**config.mk**
```make
export PLATFORM = sky130hd
export DESIGN_NAME = assoc_tag_array
export DESIGN_NICKNAME = d
export VERILOG_FILES = /design/src/rtl/assoc_pkg.sv /design/src/rtl/assoc_wr_decode.sv /design/src/rtl/assoc_cell.sv /design/src/rtl/assoc_any_reg.sv /design/src/rtl/assoc_tag_array.sv
export SDC_FILE = /design/constraint.sdc
export NUM_CORES = 1
export LEC_CHECK = 0
export BUFFER_PORTS_ARGS = -buffer_cell sky130_fd_sc_hd__buf_2
export CAP_MARGIN = 20
export CORE_ASPECT_RATIO = 1.1
export CORE_MARGIN = 2
export CORE_UTILIZATION = 50
export DETAILED_ROUTE_END_ITERATION = 10
export PLACE_DENSITY = 0.72
export SLEW_MARGIN = 30
export SYNTH_ARGS = -nofsm -noshare
export SYNTH_HDL_FRONTEND = slang
export SYNTH_HIERARCHICAL = 1
export SYNTH_SLANG_ARGS = --single-unit
```
**constraint.sdc**
```tcl
create_clock -name clk -period 3.5 [get_ports clk]
set_clock_uncertainty 0.05 [all_clocks]
set_input_delay 0.7 -clock clk [delete_from_list [all_inputs] [get_ports clk]]
set_output_delay 0.7 -clock clk [all_outputs]
set_load 0.02 [all_outputs]
```
**src/rtl/assoc_pkg.sv**
```systemverilog
package assoc_pkg;

  // Broadcast command codes; the numeric values are part of the port contract.
  typedef enum logic [2:0] {
    OP_IDLE     = 3'd0,
    OP_SEL_ALL  = 3'd1,
    OP_SEARCH   = 3'd2,
    OP_BOUND_LO = 3'd3,
    OP_BOUND_HI = 3'd4,
    OP_SAVE     = 3'd5,
    OP_COMPARE  = 3'd6,
    OP_CLEAR    = 3'd7
  } op_e;

endpackage

```
**src/rtl/assoc_wr_decode.sv**
```systemverilog
module assoc_wr_decode #(
  parameter int CELLS  = 16,
  parameter int ADDR_W = 4
) (
  input  logic              wr_en,
  input  logic [ADDR_W-1:0] wr_addr,
  output logic [CELLS-1:0]  wr_hit
);

  // One-hot write strobe, one bit per cell.
  for (genvar i = 0; i < CELLS; i++) begin : g_hit
    assign wr_hit[i] = wr_en && (wr_addr == ADDR_W'(i));
  end

endmodule

```
**src/rtl/assoc_cell.sv**
```systemverilog
module assoc_cell
  import assoc_pkg::*;
#(
  parameter int TAG_W = 8,
  parameter int VAL_W = 8,
  parameter int KEY_W = 8
) (
  input  logic             clk,
  input  logic             rst,
  input  logic             wr_hit,
  input  logic [TAG_W-1:0] wr_tag,
  input  logic [VAL_W-1:0] wr_value,
  input  op_e              op,
  input  logic [KEY_W-1:0] key,
  output logic             sel_o,
  output logic             saved_o,
  output logic             less_o,
  output logic             saved_nxt_o
);

  logic [TAG_W-1:0] tag_q;
  logic [VAL_W-1:0] val_q;
  logic             vld_q;
  logic             sel_q, sav_q, less_q;
  logic             sel_n, sav_n, less_n;
  logic [KEY_W-1:0] tag_k, val_k;
  logic             tag_ge, tag_le, tag_eq, val_lt;

  // Storage: only the valid bit is reset; tag and value load on write.
  always_ff @(posedge clk) begin
    if (wr_hit) begin
      tag_q <= wr_tag;
      val_q <= wr_value;
    end
  end

  always_ff @(posedge clk) begin
    if (rst)         vld_q <= 1'b0;
    else if (wr_hit) vld_q <= 1'b1;
  end

  // Comparators against the broadcast key, widened to the key width.
  assign tag_k  = KEY_W'(tag_q);
  assign val_k  = KEY_W'(val_q);
  assign tag_ge = vld_q && (tag_k >= key);
  assign tag_le = vld_q && (tag_k <= key);
  assign tag_eq = vld_q && (tag_k == key);
  assign val_lt = val_k < key;

  always_comb begin
    sel_n  = sel_q;
    sav_n  = sav_q;
    less_n = less_q;
    unique case (op)
      OP_IDLE:     ;
      OP_SEL_ALL:  sel_n = 1'b1;
      OP_SEARCH: begin
        sel_n  = tag_eq;
        sav_n  = tag_eq;
        less_n = 1'b0;
      end
      OP_BOUND_LO: sel_n = sel_q && tag_ge;
      OP_BOUND_HI: sel_n = sel_q && tag_le;
      OP_SAVE: begin
        sav_n  = sel_q;
        less_n = 1'b0;
      end
      OP_COMPARE:  less_n = sav_q && val_lt;
      OP_CLEAR: begin
        sel_n  = 1'b0;
        sav_n  = 1'b0;
        less_n = 1'b0;
      end
      default:     ;
    endcase
  end

  always_ff @(posedge clk) begin
    if (rst) begin
      sel_q  <= 1'b0;
      sav_q  <= 1'b0;
      less_q <= 1'b0;
    end else begin
      sel_q  <= sel_n;
      sav_q  <= sav_n;
      less_q <= less_n;
    end
  end

  assign sel_o       = sel_q;
  assign saved_o     = sav_q;
  assign less_o      = less_q;
  assign saved_nxt_o = rst ? 1'b0 : sav_n;

endmodule

```
**src/rtl/assoc_any_reg.sv**
```systemverilog
module assoc_any_reg #(
  parameter int WIDTH = 16
) (
  input  logic             clk,
  input  logic             rst,
  input  logic [WIDTH-1:0] vec,
  output logic             any_o
);

  // Registered reduction of the next-state saved vector, so the output
  // moves on the same edge as the saved flags themselves.
  always_ff @(posedge clk) begin
    if (rst) any_o <= 1'b0;
    else     any_o <= |vec;
  end

endmodule

```
**src/rtl/assoc_tag_array.sv**
```systemverilog
module assoc_tag_array
  import assoc_pkg::*;
#(
  parameter  int CELLS  = 16,
  parameter  int TAG_W  = 8,
  parameter  int VAL_W  = 8,
  localparam int ADDR_W = (CELLS > 1) ? $clog2(CELLS) : 1,
  localparam int KEY_W  = (TAG_W > VAL_W) ? TAG_W : VAL_W
) (
  input  logic              clk,
  input  logic              rst,
  input  logic [2:0]        cmd_op,
  input  logic [KEY_W-1:0]  cmd_key,
  input  logic              wr_en,
  input  logic [ADDR_W-1:0] wr_addr,
  input  logic [TAG_W-1:0]  wr_tag,
  input  logic [VAL_W-1:0]  wr_value,
  output logic [CELLS-1:0]  sel_flags,
  output logic [CELLS-1:0]  saved_flags,
  output logic [CELLS-1:0]  less_flags,
  output logic              any_match
);

  op_e              op;
  logic [CELLS-1:0] wr_hit;
  logic [CELLS-1:0] saved_nxt;

  assign op = op_e'(cmd_op);

  assoc_wr_decode #(
    .CELLS (CELLS),
    .ADDR_W(ADDR_W)
  ) u_dec (
    .wr_en  (wr_en),
    .wr_addr(wr_addr),
    .wr_hit (wr_hit)
  );

  for (genvar i = 0; i < CELLS; i++) begin : g_cell
    assoc_cell #(
      .TAG_W(TAG_W),
      .VAL_W(VAL_W),
      .KEY_W(KEY_W)
    ) u_cell (
      .clk        (clk),
      .rst        (rst),
      .wr_hit     (wr_hit[i]),
      .wr_tag     (wr_tag),
      .wr_value   (wr_value),
      .op         (op),
      .key        (cmd_key),
      .sel_o      (sel_flags[i]),
      .saved_o    (saved_flags[i]),
      .less_o     (less_flags[i]),
      .saved_nxt_o(saved_nxt[i])
    );
  end

  assoc_any_reg #(
    .WIDTH(CELLS)
  ) u_any (
    .clk  (clk),
    .rst  (rst),
    .vec  (saved_nxt),
    .any_o(any_match)
  );

endmodule


```
## Word level (Yosys, flattened, before mapping)

Index checks and enable logic that the tools add are counted.

- Bits in registers: 321

- Order comparisons: 48
- Reduce and logical (&&, ||, !) cells: 117
- Equal/unequal tests: 38
- Muxes and demuxes: 64

Operators by type and width:

| operator | count |
|---|---|
| == test 8 bit | 16 |
| >= comparator 8 bit | 16 |
| less-or-equal comparator 8 bit | 16 |
| < comparator 8 bit | 16 |
| logical AND 1 bit | 112 |
| one-hot mux 1 bit (5 select lines) | 16 |
| one-hot mux 1 bit (3 select lines) | 16 |
| == test 4 bit (second input constant) | 8 |
| one-hot mux 1 bit (2 select lines) | 16 |
| == test 4 x 3 -> 1 bit (second input constant) | 4 |
| two-way mux 1 bit | 16 |
| OR reduction 16 bit | 1 |
| == test 3 bit (second input constant) | 4 |
| == test 4 x 2 -> 1 bit (second input constant) | 2 |
| == test 3 x 2 -> 1 bit (second input constant) | 2 |
| nonzero test 5 bit | 1 |
| == test 4 x 1 -> 1 bit (second input constant) | 1 |
| logical NOT 4 bit | 1 |
| == test 3 x 1 -> 1 bit (second input constant) | 1 |
| OR reduction 3 bit | 1 |
| nonzero test 2 bit | 1 |

## Logic depth before layout (Yosys ltp)

Gate-level depths: netlist (run 1).

- Word-level depth: 5
- Depth in mapped cells: 8
- Mapped depth without buffers: 8

## By module

Netlist (run 1), hierarchy kept.

Modules (own cells, without submodules):

| module | seq. area each (um2) | instances | cells each | area an instance (um2) |
|---|---|---|---|---|
| assoc_cell | 560.5 | 16 | 98 | 1146.1 |
| assoc_wr_decode | 0.0 | 1 | 23 | 117.6 |
| assoc_any_reg | 20.0 | 1 | 6 | 53.8 |

## Worst setup path after synthesis (run 1)

No wires, ideal clock.

- Kind: input -> register
- From: input wr_addr[3]
- To: register g_cell[4].u_cell.tag_q[0] (enable)
- Arrival: 2094 ps
- Cell stages on the path: 2
- Path buffers: 0
- Setup slack: 945 ps
- Path through: nand3b_1 -> nor3_1

- Longest elaborated chain between the ends: 2

Ends and longest elaborated chain:

| item | line | source |
|---|---|---|
| start: declaration | assoc_tag_array.sv:15 | `input logic [ADDR_W-1:0] wr_addr,` |
| == test 4 x 3 -> 1 bit | assoc_wr_decode.sv:12 | `assign wr_hit[i] = wr_en && (wr_addr == ADDR_W'(i));` |
| logical AND 1 bit | assoc_wr_decode.sv:12 |  |
| net wr_hit[4] | assoc_tag_array.sv:25 | `logic [CELLS-1:0] wr_hit;` |
| end signal: assignment | assoc_cell.sv:32 | `tag_q <= wr_tag;` |
| end: declaration | assoc_cell.sv:21 | `logic [TAG_W-1:0] tag_q;` |

The timed path passes the listed nets, and every way through them passes these cells.
A chain may end at the register's enable or synchronous reset.

## Worst setup path after layout (run 1)

- From: input cmd_key[7]
- To: register u_any.any_o

- Longest elaborated chain between the ends: 5
- Elaborated cells between the ends (all ways): 65

Ends and longest elaborated chain:

| item | line | source |
|---|---|---|
| start: declaration | assoc_tag_array.sv:13 | `input logic [KEY_W-1:0] cmd_key,` |
| == test 8 bit | assoc_cell.sv:47 | `assign tag_eq = vld_q && (tag_k == key);` |
| logical AND 1 bit | assoc_cell.sv:47 |  |
| one-hot mux 1 bit (3 select lines) | assoc_cell.sv:54 | `unique case (op)` |
| two-way mux 1 bit | assoc_cell.sv:93 | `assign saved_nxt_o = rst ? 1'b0 : sav_n;` |
| net saved_nxt[10] | assoc_tag_array.sv:26 | `logic [CELLS-1:0] saved_nxt;` |
| OR reduction 16 bit | assoc_any_reg.sv:14 | `else any_o <= \|vec;` |
| end signal: assignment | assoc_any_reg.sv:14 |  |
| end: declaration | assoc_any_reg.sv:7 | `output logic any_o` |

The timed path passes the listed nets, and every way through them passes these cells.

==> impl_metrics.ini, run 1 <==
[pwr]
vdd_ir_drop_max_v = 0.0003588
p_per_area_nw_per_um2 = 424.9
p_leak_nw = 8.573

[cells_and_area]
fillers = 3016
final_cells = 2265
area_growth_syn_to_layout_pct = 13.56
drive_above_1_share_pct = 17.73
multi_input_area_um2 = 8855
final_util_pct = 57.82
regArea_um2 = 8989
nets = 2023

[routing]
firstDrtPassIters = 5
wl_met2_um = 22640
routedWlPerCell_um = 20.91
drcViolationCount = 0
drt-met1-wl_um = 20190
via_count = 13340
maxUsedRoutingLayer = met4
drtIter0Drc = 872
via_per_inst = 5.891
wl_met3_um = 2815
drt_wl_total_um = 47370
ant_nets = 0

[critical_path]
worstPathRequired_ps = 3810
cpMaxStageDelayCell = nor4_1
worstSetupEndpointType = register
crit_path_frequent_cell = a21oi_1
path_max_fanout = 15
r2r_start = g_cell[11].u_cell/tag_k[5]
crit_chain = buf_2 -> inv_1 -> ha_1 -> nand4_1 -> nor4_4 -> a21oi_1 -> a21oi_1 -> nor4_1 -> a41oi_1
critPathLaunchType = input pin
startpoint = cmd_key[7]
cp.arrival_ps = 3060
critPathMaxStageDelay_ps = 660
crit_type = in2reg

[logic_synthesis]
synthCells = 1597
synth.most_common_cell = edfxtp_1
ys_seq_area_share_pct = 48.56
async_reset_ff_share_pct = 0
synthesis.nets = 1871
synth_ff_type = edfxtp_1
yosys.area.top_type = edfxtp_1
avgSynthCellArea_um2 = 11.59
yosysWarnings = 6
ys_ff_latch = 321
synth_area_um2 = 18510
yosysTopAreaCellShare_pct = 41.53
synth.area.top_cells = edfxtp_1 42%, ha_1 16%, dfxtp_1 7.0%, inv_1 3.2%, a21oi_1 2.6%
synth.distinct_cells = 37
synth_edf_count = 256
synth_common_cells = 256 x edfxtp_1, 240 x ha_1, 160 x inv_1

[sta]
relSlewSlack_pct = 40.02
worst_slack_ps = 747.5
fmax_mhz = 363.3
finalHoldViolations = 0
whs_ps = 446.0
fin_tns_setup_ps = 0
fin_crit_sh_pct = 78.64
tightestPinTransition_ps = 899.7
slew_viol_final = 0
rsz0062_at_grt = no
setup_violations = 0
fin_crit_ps = 2753

[cts]
numCtsBuffers = 36
cts_hold_buffers = 0
cts_tree = yes
postCtsSetupRepairBufs = 0
cts_resized = 0
htree_levels = 2
clock_latency_ps = 530
numClockSinks = 321
root_buffer = clkbuf_16
clk_pin_slew_worst_paths_ps = 60
clock_path_buffers = 3

[die]
dieArea_um2 = 38570
rows = 73
die_y_um = 205.8
initial_core_util_pct = 50.92
io_pins = 83
design.core.area_um2 = 36350
chipWidth_um = 187.4

[placement]
place_hpwl_um = 31340
dp.cells = 2198
portBuffers = 82
pre_cts_slack_ps = 303.5
gp_congestion = 0.8507

[min_path]
hp-class = reg2reg
hold_start = g_cell[11].u_cell/less_o

[global_routing]
grt-ovfl-total = 0
grt_pass1_vias = 13280
grt_pass1_wl_um = 73070
grt_use_total_pct = 24.68
grt_antenna_before_repair = 1
grt_start_max_net_pins = 68

[run]
maxCapViolCount = 0

[run_status]
status = finished, final reports clean
path summary, 6_finish.rpt:
| check | endpoint | slack [ps] | cells after the start |
|---|---|---|---|
| min reg2reg | g_cell[11].u_cell/less_o | 450 | 2 |
| min | g_cell[11].u_cell/less_o | 450 | 2 |
| max | u_any/any_o | 750 | 9 |
| max reg2reg | u_any/any_o | 1190 | 7 |
flip-flops by register name (all words and copies together) (netlist names):
name                   flops
u_any/any_o                1
g_cell.u_cell/val_k      128
g_cell.u_cell/tag_k      128
g_cell.u_cell/less_o      16
g_cell.u_cell/sel_o       16
g_cell.u_cell/vld_q       16
g_cell.u_cell/saved_o     16
logic make-up (layout without fill, tap and decap cells):
kind of cell	after synthesis	after routing	synth area share, %
AOI/OAI and AO/OA	337	337	11.94
xor gates and xnor gates	16	16	0.7571
adders and majority gates	240	240	16.22
buffers and inverters	176	356	3.677
DFF	321	321	48.56
other	0	1	0
and+or+nand+nor	507	507	18.83
metal layers:
layer	track usage (%)	up-vias
met5	0	-
met4	10.32	0
li1	-	6334
met1	31.49	6456
met2	42.53	456
met3	3.258	98
critical path, delay by kind of cell:
| kind | cells | cell delay (ps) |
|---|---|---|
| compound gates | 3 | 430 |
| fa+ha+maj | 1 | 350 |
| buf+inv | 2 | 590 |
| simple gates | 3 | 970 |
through the flow:
stage	total power, W	area [um2]
2_1_floorplan	0.004973	18510
3_3_place_gp	0.005365	19900
3_5_place_dp	0.005408	19900
4_1_cts	0.008985	21020
5_1_grt	0.009253	21020
6_report	0.008931	21020
final cells by class:
type	instances	share of cell area, %
inverter	160	2.857
multi-input combinational	1100	42.13
tap	487	2.899
clock inverter	17	0.5953
clock buffer	49	4.715
sequential	321	42.76
antenna	1	0.01191
timing repair buffer	130	4.030
cells in the final DEF (no fill, tap or decap), types with 34 or more instances in the layout:
cell / count
edfxtp_1: 256
ha_1: 240
inv_1: 160
nand2_1: 113
a21oi_1: 96
buf_2: 78
dfxtp_1: 65
nor2_1: 60
nand3_1: 49
nand4_1: 48
buf_4: 46
clkbuf_16: 37
nor3_2: 36
nand2b_1: 34
report_power, final:
group	switching [W]	total [W]	internal [W]
clock	0.00152	0.00359	0.00207
sequential	0.0000414	0.00424	0.00420
combinational	0.000705	0.00110	0.000397
Note: power is estimated with default switching activity, not from simulation.
==> run 2: changes to the inputs <==
--- a/config.mk
+++ b/config.mk
@@ -11,7 +11,7 @@
 export CORE_MARGIN = 2
 export CORE_UTILIZATION = 50
 export DETAILED_ROUTE_END_ITERATION = 10
-export PLACE_DENSITY = 0.72
+export PLACE_DENSITY = 0.75
 export SLEW_MARGIN = 30
 export SYNTH_ARGS = -nofsm -noshare
 export SYNTH_HDL_FRONTEND = slang
==> constraint.sdc (replaced) <==
create_clock -name clk -period 2.5 [get_ports clk]
set_clock_uncertainty 0.05 [all_clocks]
set_input_delay 0.5 -clock clk [delete_from_list [all_inputs] [get_ports clk]]
set_output_delay 0.5 -clock clk [all_outputs]
set_load 0.02 [all_outputs]
==> impl_metrics.ini, run 2 (synthesis gave the netlist of run 1 again) <==
[run_status]
status = finished, final reports clean

[cells_and_area]
final_cell_mix = 256 x edfxtp_1, 240 x ha_1, 160 x inv_1
fillers = 2894
area_growth_syn_to_layout_pct = 19.21
final_cells = 2384
final_area_um2 = 22060
final_common_cell = edfxtp_1
nets = 2143
drive_above_1_share_pct = 22.91

[cts]
numCtsBuffers = 35
root_buffer = clkbuf_16
clk_pin_slew_worst_paths_ps = 60
htree_levels = 2
cts_resized = 0
cts_hold_buffers = 0
postCtsSetupRepairBufs = 0
numClockSinks = 321
cts_tree = yes
clock_latency_ps = 530
clock_path_buffers = 3

[die]
chipWidth_um = 187.4
rows = 73
die_y_um = 205.8
io_pins = 83
design.core.area_um2 = 36350
initial_core_util_pct = 50.92
dieArea_um2 = 38570

[routing]
drt_wl_total_um = 48540
via_per_inst = 5.868
drtIter0Drc = 1108
via_count = 13990
firstDrtPassIters = 5
ant_nets = 0
drcViolationCount = 0
routedWlPerCell_um = 20.36

[pwr]
switchingPower_w = 0.003152
p_seq_share_pct = 46.2
pwr-share-comb_pct = 13.3
p_clk_share_pct = 40.5
switching_share_pct = 24.53
internal_power_w = 0.009698
p_leak_nw = 9.199
p_per_area_nw_per_um2 = 582.4
vdd_ir_drop_max_v = 0.0005524

[critical_path]
worstPathRequired_ps = 2890
critPathLaunchType = register
crit_type = reg2reg
path_max_fanout = 2
r2r_end = u_any/any_o
crit_end = u_any/any_o
startpoint = g_cell[13].u_cell/tag_k[7]
r2r_cells = 8
worstSetupEndpointType = register
reg2reg_slack_ps = 370
cp.arrival_ps = 2520
r2r_start = g_cell[13].u_cell/tag_k[7]

[sta]
whs_ps = 398.7
setup_violations = 0
rsz0062_at_grt = no
worst_slack_ps = 367.4
fin_crit_sh_pct = 85.31
fin_tns_setup_ps = 0
fmax_mhz = 468.9
finalHoldViolations = 0
slew_viol_final = 0
relSlewSlack_pct = 56.10
tightestPinTransition_ps = 658.5
fin_crit_ps = 2133

[placement]
gp_congestion = 0.9179
dp.cells = 2319
placed_area_um2 = 20910
place_hpwl_um = 33430
pre_cts_slack_ps = -101.8
portBuffers = 82

[global_routing]
grt_antenna_before_repair = 2
grt_use_total_pct = 25.31
grt-ovfl-total = 0
grt_pass1_wl_um = 75630
grt_start_max_net_pins = 59
grt_pass1_vias = 14230

[min_path]
hp-class = in2reg
hold_start = wr_tag[5]

[run]
maxCapViolCount = 0
==> run 2: cell count changes in the layout (fill, tap and decap cells not counted), moves of 2 or more <==
cell,previous run,this run
clkinv_4,2,0
diode_2,1,3
inv_6,2,0
buf_12,5,13
buf_4,46,159
bufinv_16,1,4
clkbuf_1,10,7
==> run 2: worst min path at each step <==
stage | endpoint | depth (start not counted) | slack (ps)
6_report | g_cell[5].u_cell/tag_k[5] | 1 | 400
5_1_grt | g_cell[7].u_cell/tag_k[5] | 1 | 380
2_1_floorplan | g_cell[0].u_cell/vld_q | 2 | 420
3_3_place_gp | g_cell[0].u_cell/less_o | 2 | 430
4_1_cts | g_cell[7].u_cell/tag_k[5] | 1 | 360
3_5_place_dp | g_cell[3].u_cell/less_o | 2 | 440
==> run 2: worst max-delay path: stages, from the launching register on <==
cell and delay, ps:
edfxtp_1 380, ha_1 320, nand4_1 230, nor4_4 290, a21oi_1 60, a21oi_1 300
nor4_1 110, buf_4 160, a41oi_1 150
==> run 2: power groups by stage <==
stage	combinational [W]	clock (W)	sequential (W)
after floorplan	0.000907	0	0.00605
after global placement	0.00161	0	0.00604
after detailed placement	0.00168	0	0.00605
after CTS	0.00170	0.00528	0.00593
after global routing	0.00187	0.00547	0.00594
final	0.00171	0.00521	0.00593
==> run 2: final cells by class <==
type                    instances  area, um2  share of cell area, %
well taps                     487      609.3                  2.762
repair buffers                251       1856                  8.410
flip-flops and latches        321       8989                  40.74
clock buffers                  45      965.9                  4.378
diodes                          3      7.507                0.03403
inverters                     160      600.6                  2.722
multi-input cells            1100       8855                  40.13
clock inverters                17      181.4                 0.8223
==> run 2: layer usage <==
layer | vias to the layer above | track usage, % | part of all wire [%]
li1 | 6568 | - | -
met2 | 487 | 45.45 | 49
met5 | - | 0 | 0
met3 | 120 | 3.036 | 6.3
met4 | 0 | 9.702 | 3.6
met1 | 6815 | 31.31 | 41
==> run 2: stage by stage <==
step | total power [W] | util [%]
floorplan | 0.006962 | -
global placement | 0.007655 | 57.52
detailed placement | 0.007727 | 57.52
CTS | 0.01292 | 60.67
global route | 0.01328 | 60.67
finish | 0.01285 | 60.69
==> run 3: changes to the inputs <==
--- a/config.mk
+++ b/config.mk
@@ -7,7 +7,6 @@
 export LEC_CHECK = 0
 export BUFFER_PORTS_ARGS = -buffer_cell sky130_fd_sc_hd__buf_2
 export CAP_MARGIN = 20
-export CORE_ASPECT_RATIO = 1.1
 export CORE_MARGIN = 2
 export CORE_UTILIZATION = 50
 export DETAILED_ROUTE_END_ITERATION = 10
==> impl_metrics.ini, run 3 (synthesis gave the netlist of run 1 again) <==
[placement]
pre_cts_slack_ps = -370.2
place_hpwl_um = 33960
portBuffers = 82
gp_congestion = 0.9447

[sta]
fin_crit_ps = 2253
finalHoldViolations = 0
fin_crit_sh_pct = 90.14
rsz0062_at_grt = no
setup_violations = 0
fmax_mhz = 443.8
slew_viol_final = 0
relSlewSlack_pct = 59.13
tightestPinTransition_ps = 613.1
worst_slack_ps = 246.5
whs_ps = 310.1

[global_routing]
grt_pass1_vias = 13900
top_usage_layer = met2
grt_antenna_before_repair = 2
grt_use_total_pct = 24.91
grt_pass1_wl_um = 74560
use_met3_pct = 4.038
grt_start_max_net_pins = 37
use_met2_pct = 41.61
met1_usage_pct = 32.48
grt-ovfl-total = 0

[die]
chipWidth_um = 196.4
initial_core_util_pct = 50.68
design.core.area_um2 = 36520
die_y_um = 196.4
rows = 70
dieArea_um2 = 38570
io_pins = 83

[cells_and_area]
final_cell_mix = 256 x edfxtp_1, 240 x ha_1, 160 x inv_1
final_common_cell = edfxtp_1
multi_input_area_um2 = 8861
area_growth_syn_to_layout_pct = 17.31
regArea_um2 = 8989
nets = 2090
fillers = 2852
drive_above_1_share_pct = 20.82

[critical_path]
critPathMaxStageDelay_ps = 450
crit_chain = buf_2 -> buf_4 -> inv_1 -> ha_1 -> nand4_1 -> nor4_4 -> a21oi_1 -> a21oi_1 -> nor4_2 -> a41oi_1
crit_path_frequent_cell = a21oi_1
crit_type = in2reg
path_max_fanout = 9
worstSetupEndpointType = register
worstPathRequired_ps = 2890
cpMaxStageDelayCell = a21oi_1
critPathLaunchType = input pin
cp.arrival_ps = 2640

[pwr]
p_leak_nw = 8.978
p_per_area_nw_per_um2 = 592.9
vdd_ir_drop_max_v = 0.0006210

[cts]
clk_pin_slew_worst_paths_ps = 60
cts_tree = yes
root_buffer = clkbuf_16
numCtsBuffers = 35
htree_levels = 2
numClockSinks = 321
clock_latency_ps = 530
postCtsSetupRepairBufs = 0
clock_path_buffers = 3

[routing]
ant_nets = 0
routedWlPerCell_um = 20.65
drt_wl_total_um = 47710
drtIter0Drc = 1153
firstDrtPassIters = 6
via_count = 13730
via_per_inst = 5.945
drcViolationCount = 0

[min_path]
hp-class = in2reg

[run]
maxCapViolCount = 0

[run_status]
status = finished, final reports clean
[run 3: final timing paths]
kind / startpoint / endpoint / slack [ps] / depth (start not counted)
worst max-delay path: cmd_key[7] / u_any/any_o / 250 / 10
worst min-delay path: rst / g_cell[3].u_cell/vld_q / 310 / 2
worst max register to register: g_cell[15].u_cell/tag_k[7] / u_any/any_o / 300 / 7
worst min register to register: g_cell[11].u_cell/less_o / g_cell[11].u_cell/less_o / 440 / 2
[run 3: metal layers]
metal	vias to the layer above	wire (um)	share of wire, %
li1	6475	-	-
met3	105	3392	7.1
met1	6658	20290	43
met4	0	1666	3.5
met5	-	0	0
met2	495	22360	47
[run 3: area by class of cell]
cell class                      count  area share, %
Sequential cell                   321          41.40
Clock buffer                       41          4.333
Inverter                          160          2.766
Antenna cell                        2        0.02305
Multi-Input combinational cell   1100          40.81
Tap cell                          468          2.697
Clock inverter                     20          1.031
Timing Repair Buffer              198          6.944
[run 3: repair_timing]
action,in CTS,in global routing
hold buffers,0,0
gates resized for setup,0,1
endpoints found under the setup margin,0,1
[run 3: through the flow]
| stage | total power [W] | setup TNS, ps | utilization [%] | area (um2) | std cells |
|---|---|---|---|---|---|
| floorplan | 0.006962 | 0 | - | 18510 | 1597 |
| global placement | 0.007596 | -310.3 | 56.23 | 20540 | 2247 |
| detailed placement | 0.007671 | -370.2 | 56.23 | 20540 | 2247 |
| CTS | 0.01295 | 0 | 59.42 | 21700 | 2308 |
| global route | 0.01334 | 0 | 59.44 | 21710 | 2308 |
| finish | 0.01287 | 0 | 59.45 | 21710 | 2310 |
[run 3: worst max-delay path, delay by kind of cell]
| kind | cells | cell delay [ps] |
|---|---|---|
| AO/OA/AOI/OAI | 3 | 720 |
| AND/OR/NAND/NOR | 3 | 640 |
| buffers and inverters | 3 | 450 |
| adder cells (fa/ha/maj) | 1 | 320 |
[run 3: where the power goes]
group | total (W) | switching, W | leakage (nW) | internal (W)
sequential | 0.00593 | 0.0000581 | 2.84 | 0.00588
combinational | 0.00165 | 0.00101 | 5.57 | 0.000643
clock | 0.00529 | 0.00209 | 0.572 | 0.00320
total | 0.0129 | 0.00315 | 8.98 | 0.00972
